==> src/rtl/thr_arb_pkg.sv <==
package thr_arb_pkg;

  localparam int PRIO_W   = 7;
  localparam int PCT_W    = 7;
  localparam int LVL_W    = 2;
  localparam int PRIO_MAX = 100;
  localparam int PCT_MAX  = 100;

  typedef enum logic [1:0] {
    FLD_PRIO = 2'd0,
    FLD_CPU  = 2'd1,
    FLD_GPU  = 2'd2,
    FLD_NONE = 2'd3
  } cfg_field_e;

  typedef struct packed {
    logic [PRIO_W-1:0] prio;
    logic [PCT_W-1:0]  cpu;
    logic [LVL_W-1:0]  gpu;
  } evt_cfg_t;

endpackage

==> src/rtl/thr_cfg_bank.sv <==
module thr_cfg_bank
  import thr_arb_pkg::*;
#(
  parameter int N_EVT  = 3,
  parameter int IDX_W  = 2,
  parameter int DATA_W = 8
) (
  input  logic                    clk,
  input  logic                    rst_n,
  input  logic                    wr_en,
  input  logic [IDX_W-1:0]        wr_evt,
  input  cfg_field_e              wr_field,
  input  logic [DATA_W-1:0]       wr_data,
  output evt_cfg_t [N_EVT-1:0]    cfg_q
);

  logic [PRIO_W-1:0] prio_sat;
  logic [PCT_W-1:0]  cpu_sat;
  logic [LVL_W-1:0]  gpu_val;

  always_comb begin
    if (wr_data > DATA_W'(PRIO_MAX)) prio_sat = PRIO_W'(PRIO_MAX);
    else                             prio_sat = wr_data[PRIO_W-1:0];
    if (wr_data > DATA_W'(PCT_MAX))  cpu_sat  = PCT_W'(PCT_MAX);
    else                             cpu_sat  = wr_data[PCT_W-1:0];
    gpu_val = wr_data[LVL_W-1:0];
  end

  for (genvar g = 0; g < N_EVT; g++) begin : g_evt
    logic hit;
    assign hit = wr_en && (wr_evt == IDX_W'(g));

    always_ff @(posedge clk or negedge rst_n) begin
      if (!rst_n) begin
        cfg_q[g] <= '0;
      end else if (hit) begin
        unique case (wr_field)
          FLD_PRIO: cfg_q[g].prio <= prio_sat;
          FLD_CPU:  cfg_q[g].cpu  <= cpu_sat;
          FLD_GPU:  cfg_q[g].gpu  <= gpu_val;
          default:  ;
        endcase
      end
    end
  end

endmodule

==> src/rtl/thr_prio_pick.sv <==
module thr_prio_pick
  import thr_arb_pkg::*;
#(
  parameter int N_EVT = 3,
  parameter int IDX_W = 2
) (
  input  logic [N_EVT-1:0]        act,
  input  evt_cfg_t [N_EVT-1:0]    cfg,
  output logic                    hit,
  output logic [IDX_W-1:0]        win
);

  logic [PRIO_W-1:0] best;

  // Strict comparison: a later index must beat, not tie, the current best,
  // and a zero priority can never exceed the zero starting value.
  always_comb begin
    hit  = 1'b0;
    win  = '0;
    best = '0;
    for (int i = 0; i < N_EVT; i++) begin
      if (act[i] && (cfg[i].prio > best)) begin
        best = cfg[i].prio;
        win  = IDX_W'(i);
        hit  = 1'b1;
      end
    end
  end

endmodule

==> src/rtl/thr_out_stage.sv <==
module thr_out_stage
  import thr_arb_pkg::*;
#(
  parameter int N_EVT = 3,
  parameter int IDX_W = 2
) (
  input  logic                    clk,
  input  logic                    rst_n,
  input  logic                    hit,
  input  logic [IDX_W-1:0]        win,
  input  evt_cfg_t [N_EVT-1:0]    cfg,
  output logic                    active_q,
  output logic [IDX_W-1:0]        idx_q,
  output logic [PCT_W-1:0]        cpu_q,
  output logic [LVL_W-1:0]        gpu_q
);

  evt_cfg_t sel_cfg;

  always_comb begin
    sel_cfg = '0;
    for (int i = 0; i < N_EVT; i++) begin
      if (hit && (win == IDX_W'(i))) sel_cfg = cfg[i];
    end
  end

  always_ff @(posedge clk or negedge rst_n) begin
    if (!rst_n) begin
      active_q <= 1'b0;
      idx_q    <= '0;
      cpu_q    <= '0;
      gpu_q    <= '0;
    end else begin
      active_q <= hit;
      idx_q    <= hit ? win : '0;
      cpu_q    <= sel_cfg.cpu;
      gpu_q    <= sel_cfg.gpu;
    end
  end

endmodule

==> src/rtl/thr_arb_top.sv <==
module thr_arb_top
  import thr_arb_pkg::*;
#(
  parameter int N_EVT  = 3,
  parameter int DATA_W = 8,
  localparam int IDX_W = (N_EVT > 1) ? $clog2(N_EVT) : 1
) (
  input  logic                clk,
  input  logic                rst_n,
  input  logic [N_EVT-1:0]    evt_act,
  input  logic                cfg_valid,
  output logic                cfg_ready,
  input  logic [IDX_W-1:0]    cfg_evt,
  input  logic [1:0]          cfg_field,
  input  logic [DATA_W-1:0]   cfg_data,
  output logic                thr_active,
  output logic [IDX_W-1:0]    sel_idx,
  output logic [PCT_W-1:0]    cpu_pct,
  output logic [LVL_W-1:0]    gpu_lvl
);

  evt_cfg_t [N_EVT-1:0] cfg_q;
  logic                 pick_hit;
  logic [IDX_W-1:0]     pick_win;
  logic                 wr_en;

  assign cfg_ready = rst_n;
  assign wr_en     = cfg_valid && cfg_ready;

  thr_cfg_bank #(.N_EVT(N_EVT), .IDX_W(IDX_W), .DATA_W(DATA_W)) u_bank (
    .clk      (clk),
    .rst_n    (rst_n),
    .wr_en    (wr_en),
    .wr_evt   (cfg_evt),
    .wr_field (cfg_field_e'(cfg_field)),
    .wr_data  (cfg_data),
    .cfg_q    (cfg_q)
  );

  thr_prio_pick #(.N_EVT(N_EVT), .IDX_W(IDX_W)) u_pick (
    .act (evt_act),
    .cfg (cfg_q),
    .hit (pick_hit),
    .win (pick_win)
  );

  thr_out_stage #(.N_EVT(N_EVT), .IDX_W(IDX_W)) u_out (
    .clk      (clk),
    .rst_n    (rst_n),
    .hit      (pick_hit),
    .win      (pick_win),
    .cfg      (cfg_q),
    .active_q (thr_active),
    .idx_q    (sel_idx),
    .cpu_q    (cpu_pct),
    .gpu_q    (gpu_lvl)
  );

endmodule

==> config.mk <==
export PLATFORM = sky130hd
export DESIGN_NAME = thr_arb_top
export DESIGN_NICKNAME = d
export VERILOG_FILES = /design/src/rtl/thr_arb_pkg.sv /design/src/rtl/thr_cfg_bank.sv /design/src/rtl/thr_prio_pick.sv /design/src/rtl/thr_out_stage.sv /design/src/rtl/thr_arb_top.sv
export SDC_FILE = /design/constraint.sdc
export NUM_CORES = 1
export LEC_CHECK = 0
export ABC_AREA = 1
export BUFFER_PORTS_ARGS = -buffer_cell sky130_fd_sc_hd__buf_2
export CORE_MARGIN = 3
export CORE_UTILIZATION = 35
export CTS_BUF_LIST = sky130_fd_sc_hd__clkbuf_16
export DETAILED_ROUTE_END_ITERATION = 10
export HOLD_SLACK_MARGIN = 0.05
export PLACE_DENSITY = 0.61
export SETUP_SLACK_MARGIN = 0.3
export SLEW_MARGIN = 20
export SYNTH_ARGS = -nofsm -noshare
export SYNTH_HDL_FRONTEND = slang
export SYNTH_HIERARCHICAL = 1
export SYNTH_SLANG_ARGS = --single-unit
export TNS_END_PERCENT = 5
==> constraint.sdc <==
create_clock -name clk -period 2.7 [get_ports clk]
set_input_delay 0.54 -clock clk [delete_from_list [all_inputs] [get_ports clk]]
set_output_delay 0.54 -clock clk [all_outputs]
set_load 0.1 [all_outputs]
==> impl_metrics.json <==
{
  "vias": 2994,
  "worstHoldPathType": "reg2reg",
  "syn_nets": 441,
  "synthAdderAreaFrac": 0.05458,
  "initial_core_util": 0.3645,
  "synthCells": 409,
  "path_delay_family": "simple AND/OR/NAND/NOR gates",
  "worstPathMaxFanout": 8,
  "drtIter0Drc": 260,
  "yosysWarnings": 6,
  "final_hold_viol_count": 0,
  "syn_area_um2": 3209,
  "intPower_uw": 2477,
  "fillers": 810,
  "grt_max_degree": 61,
  "synth_compound_area_frac": 0.02261,
  "leakagePower_uw": 0.002335,
  "cp-end-kind": "flip-flop",
  "fin_area_um2": 4474,
  "dp_slack_ns": -0.6319,
  "pin_count": 31,
  "worstPathRequired_ns": 2.89,
  "die_w_um": 101.8,
  "post-dp-hpwl_um": 6020,
  "utilization": 0.5081,
  "avgSynthCellArea_um2": 7.847,
  "synth_top_family_by_area": "simple AND/OR/NAND/NOR gates",
  "port_buffers": 30,
  "cap_violations": 0,
  "cts_buffers": 9,
  "synth_edf_count": 0,
  "grt-ovfl-total": 0,
  "grt_use_total": 0.1767,
  "setup_violations": 12,
  "crit_chain": "nor3_4, nand3_4, nand3_4, ha_4, nand2_4, nor2_4, a21boi_4, nand2_8, nand2_2, nand2_2, ha_4, nand2_2, nor2_4, nand2_1, nand2_1, inv_2, nand2_4, inv_4, nor2_4, nor2_4, buf_6, nand3_1, nand3_1",
  "drc_errors": 0,
  "numPlacedInstances": 566,
  "multi_input_area_um2": 1852,
  "synth_commonest_cells": "nand2_1 (164), nand3_1 (68), dfrtp_1 (60)",
  "fmax_mhz": 302.2,
  "muxShareOfSynthArea": 0,
  "status": "finished, violations left",
  "clk_pin_slew_ns": 0.05,
  "grt_pass1_wl_um": 14010,
  "worst_path_most_repeated_cell": "nor2_4",
  "routabilityCongestion": 0.8919,
  "die_h_um": 101.8,
  "period_share": 1.226,
  "power_frac_seq": 0.277,
  "start_kind": "flip-flop",
  "yosysSeqAreaShare": 0.4678,
  "final_cells": 597,
  "ff_latch_area_um2": 1501,
  "core_area_um2": 8806,
  "synth_top_area_cell": "dfrtp_1",
  "max_slew_margin": 0.5005,
  "p_sw_frac": 0.4249,
  "synth-xor-area-share": 0,
  "drt.antenna.violating_nets": 0,
  "drv_slew": 0,
  "antennaDiodeCount": 0,
  "ys_async_sr_fraction": 1.000,
  "critPathBufInv": 3,
  "syn2layout_area_growth_pct": 39.42,
  "antenna_found_initial": 0,
  "synth_most_common_cell": "nand2_1",
  "finalWorstSetupSlack_ns": -0.6093,
  "clock-root-buffer": "clkbuf_16",
  "crit_path_top_delay_cell": "dfrtp_1",
  "yosys.area.top_type_share": 0.4678,
  "cp.arrival_ns": 3.50,
  "peakVddDrop_mv": 0.3752,
  "routed_wl_um": 9007,
  "power_frac_clock": 0.258,
  "violations": "setup timing",
  "synth-simple-area-share": 0.3762,
  "synth_top_flop_cell": "dfrtp_1",
  "viasPerCell": 5.015,
  "drt_pass1_iterations": 5,
  "clock-sinks": 60,
  "criticalPathCategory": "reg2reg",
  "drive_gt1_frac": 0.3456,
  "finClkSkew_ns": 0.006035,
  "clk_path_buf_depth": 2,
  "die-area_um2": 10350,
  "clock_latency_ns": 0.32,
  "wl_per_cell_um": 15.09,
  "power_density_nw_per_um2": 962.7,
  "rsz0062_at_grt": "yes",
  "synth_area_leaders": "dfrtp_1 (47%), nand2_1 (19%), nand3_1 (11%)",
  "max_slew.worst_pin.slew_ns": 0.7492,
  "power_switching_uw": 1830,
  "h-tree-depth": 3,
  "post_dp_cell_area_um2": 3660,
  "max_stage_delay_ns": 0.41,
  "finalCriticalPeriod_ns": 3.309,
  "ys_seq_elements": 60,
  "combPwrFrac": 0.465,
  "rows": 34,
  "layout.nets": 516,
  "tritoncts": "done",
  "yosysUniqueCellTypes": 23,
  "grt_pass1_vias": 2798
}
-- tightest hold or removal path, delay by kind of cell (launching register included) --
family           cells  cell delay, ns
and+or+nand+nor      2            0.11
DFF                  1            0.34
-- placed cells by master (no fill, tap or decap), types with 3 or more instances in the layout --
master | netlist | final
inv_2 | 3 | 5
nand3_2 | 0 | 13
nor2_4 | 7 | 10
nand2_4 | 2 | 6
nor2_1 | 11 | 9
ha_1 | 14 | 4
dfrtp_1 | 60 | 60
buf_2 | 1 | 29
clkbuf_16 | 0 | 9
inv_1 | 43 | 40
nand2_2 | 3 | 20
a21oi_2 | 1 | 4
ha_4 | 0 | 10
nand2_1 | 164 | 142
buf_4 | 2 | 37
o21ai_0 | 6 | 6
buf_6 | 5 | 4
clkinvlp_4 | 0 | 3
nand4_1 | 9 | 9
nand3_1 | 68 | 49
nand3_4 | 0 | 6
-- cell type report --
| class | instances | area share |
|---|---|---|
| repair buffers | 72 | 0.1135 |
| well taps | 108 | 0.03020 |
| flip-flops and latches | 60 | 0.3356 |
| inverters | 46 | 0.03971 |
| multi-input cells | 294 | 0.4139 |
| clock buffers | 9 | 0.05034 |
| repair inverters | 1 | 0.001678 |
| clock inverters | 7 | 0.01510 |
-- metal layers --
metal  up-vias  global-route usage  part of all wire
li1       1456                   -                 -
met1      1422              0.2596              0.46
met2       101              0.2606              0.47
met3        15             0.03512             0.057
met4         0             0.05828             0.018
met5         -                   0                 0
-- repair_timing --
item | 4_1_cts | 5_1_grt
buffers inserted | 8 | 5
resized for setup | 28 | 55
gates cloned | 1 | 1
setup endpoints to repair | 12 | 12
hold buffers | 0 | 0
pin swaps | 21 | 36
-- through the flow --
step	TNS [ns]	total power [uW]	hold WS, ns
4_1_cts	-4.677	3944	0.4815
5_1_grt	-7.927	4543	0.4958
6_report	-5.904	4308	0.4844
3_3_place_gp	-5.501	2642	0.4667
2_1_floorplan	-2.240	2276	0.2444
3_5_place_dp	-6.462	2674	0.4674
-- worst paths after layout --
check | slack (ns) | startpoint | endpoint | depth (start not counted)
worst max register to register | -0.61 | u_bank/cfg_q[13] | u_out/cpu_q[1] | 23
worst max-delay path | -0.61 | u_bank/cfg_q[13] | u_out/cpu_q[1] | 23
min in group asynchronous | 0.51 | rst_n | u_bank/cfg_q[32] | 2
worst min register to register | 0.48 | u_bank/cfg_q[34] | u_bank/cfg_q[34] | 2
max in group asynchronous | 1.69 | rst_n | u_out/cpu_q[5] | 2
worst min-delay path | 0.48 | u_bank/cfg_q[34] | u_bank/cfg_q[34] | 2
-- state kept, by name, summed over array words and instances (netlist names) --
register        cells
u_out/active_q      1
u_out/cpu_q         7
u_out/idx_q         2
u_out/gpu_q         2
u_bank/cfg_q       48
-- power by group through the flow --
| stage | registers [uW] | clock network, uW | logic [uW] |
|---|---|---|---|
| floorplan | 1570 | 0 | 708 |
| global placement | 1180 | 0 | 1460 |
| detailed placement | 1180 | 0 | 1490 |
| CTS | 1170 | 1130 | 1640 |
| global route | 1210 | 1180 | 2160 |
| finish | 1190 | 1110 | 2000 |
-- logic make-up (layout without fill, tap and decap cells) --
kind of cell / Yosys count / after routing
and+or+nand+nor: 269 / 269
adders and majority gates: 14 / 14
buffers and inverters: 55 / 135
DFF: 60 / 60
AOI/OAI and AO/OA: 11 / 11
Note: power is estimated with default switching activity, not from simulation.
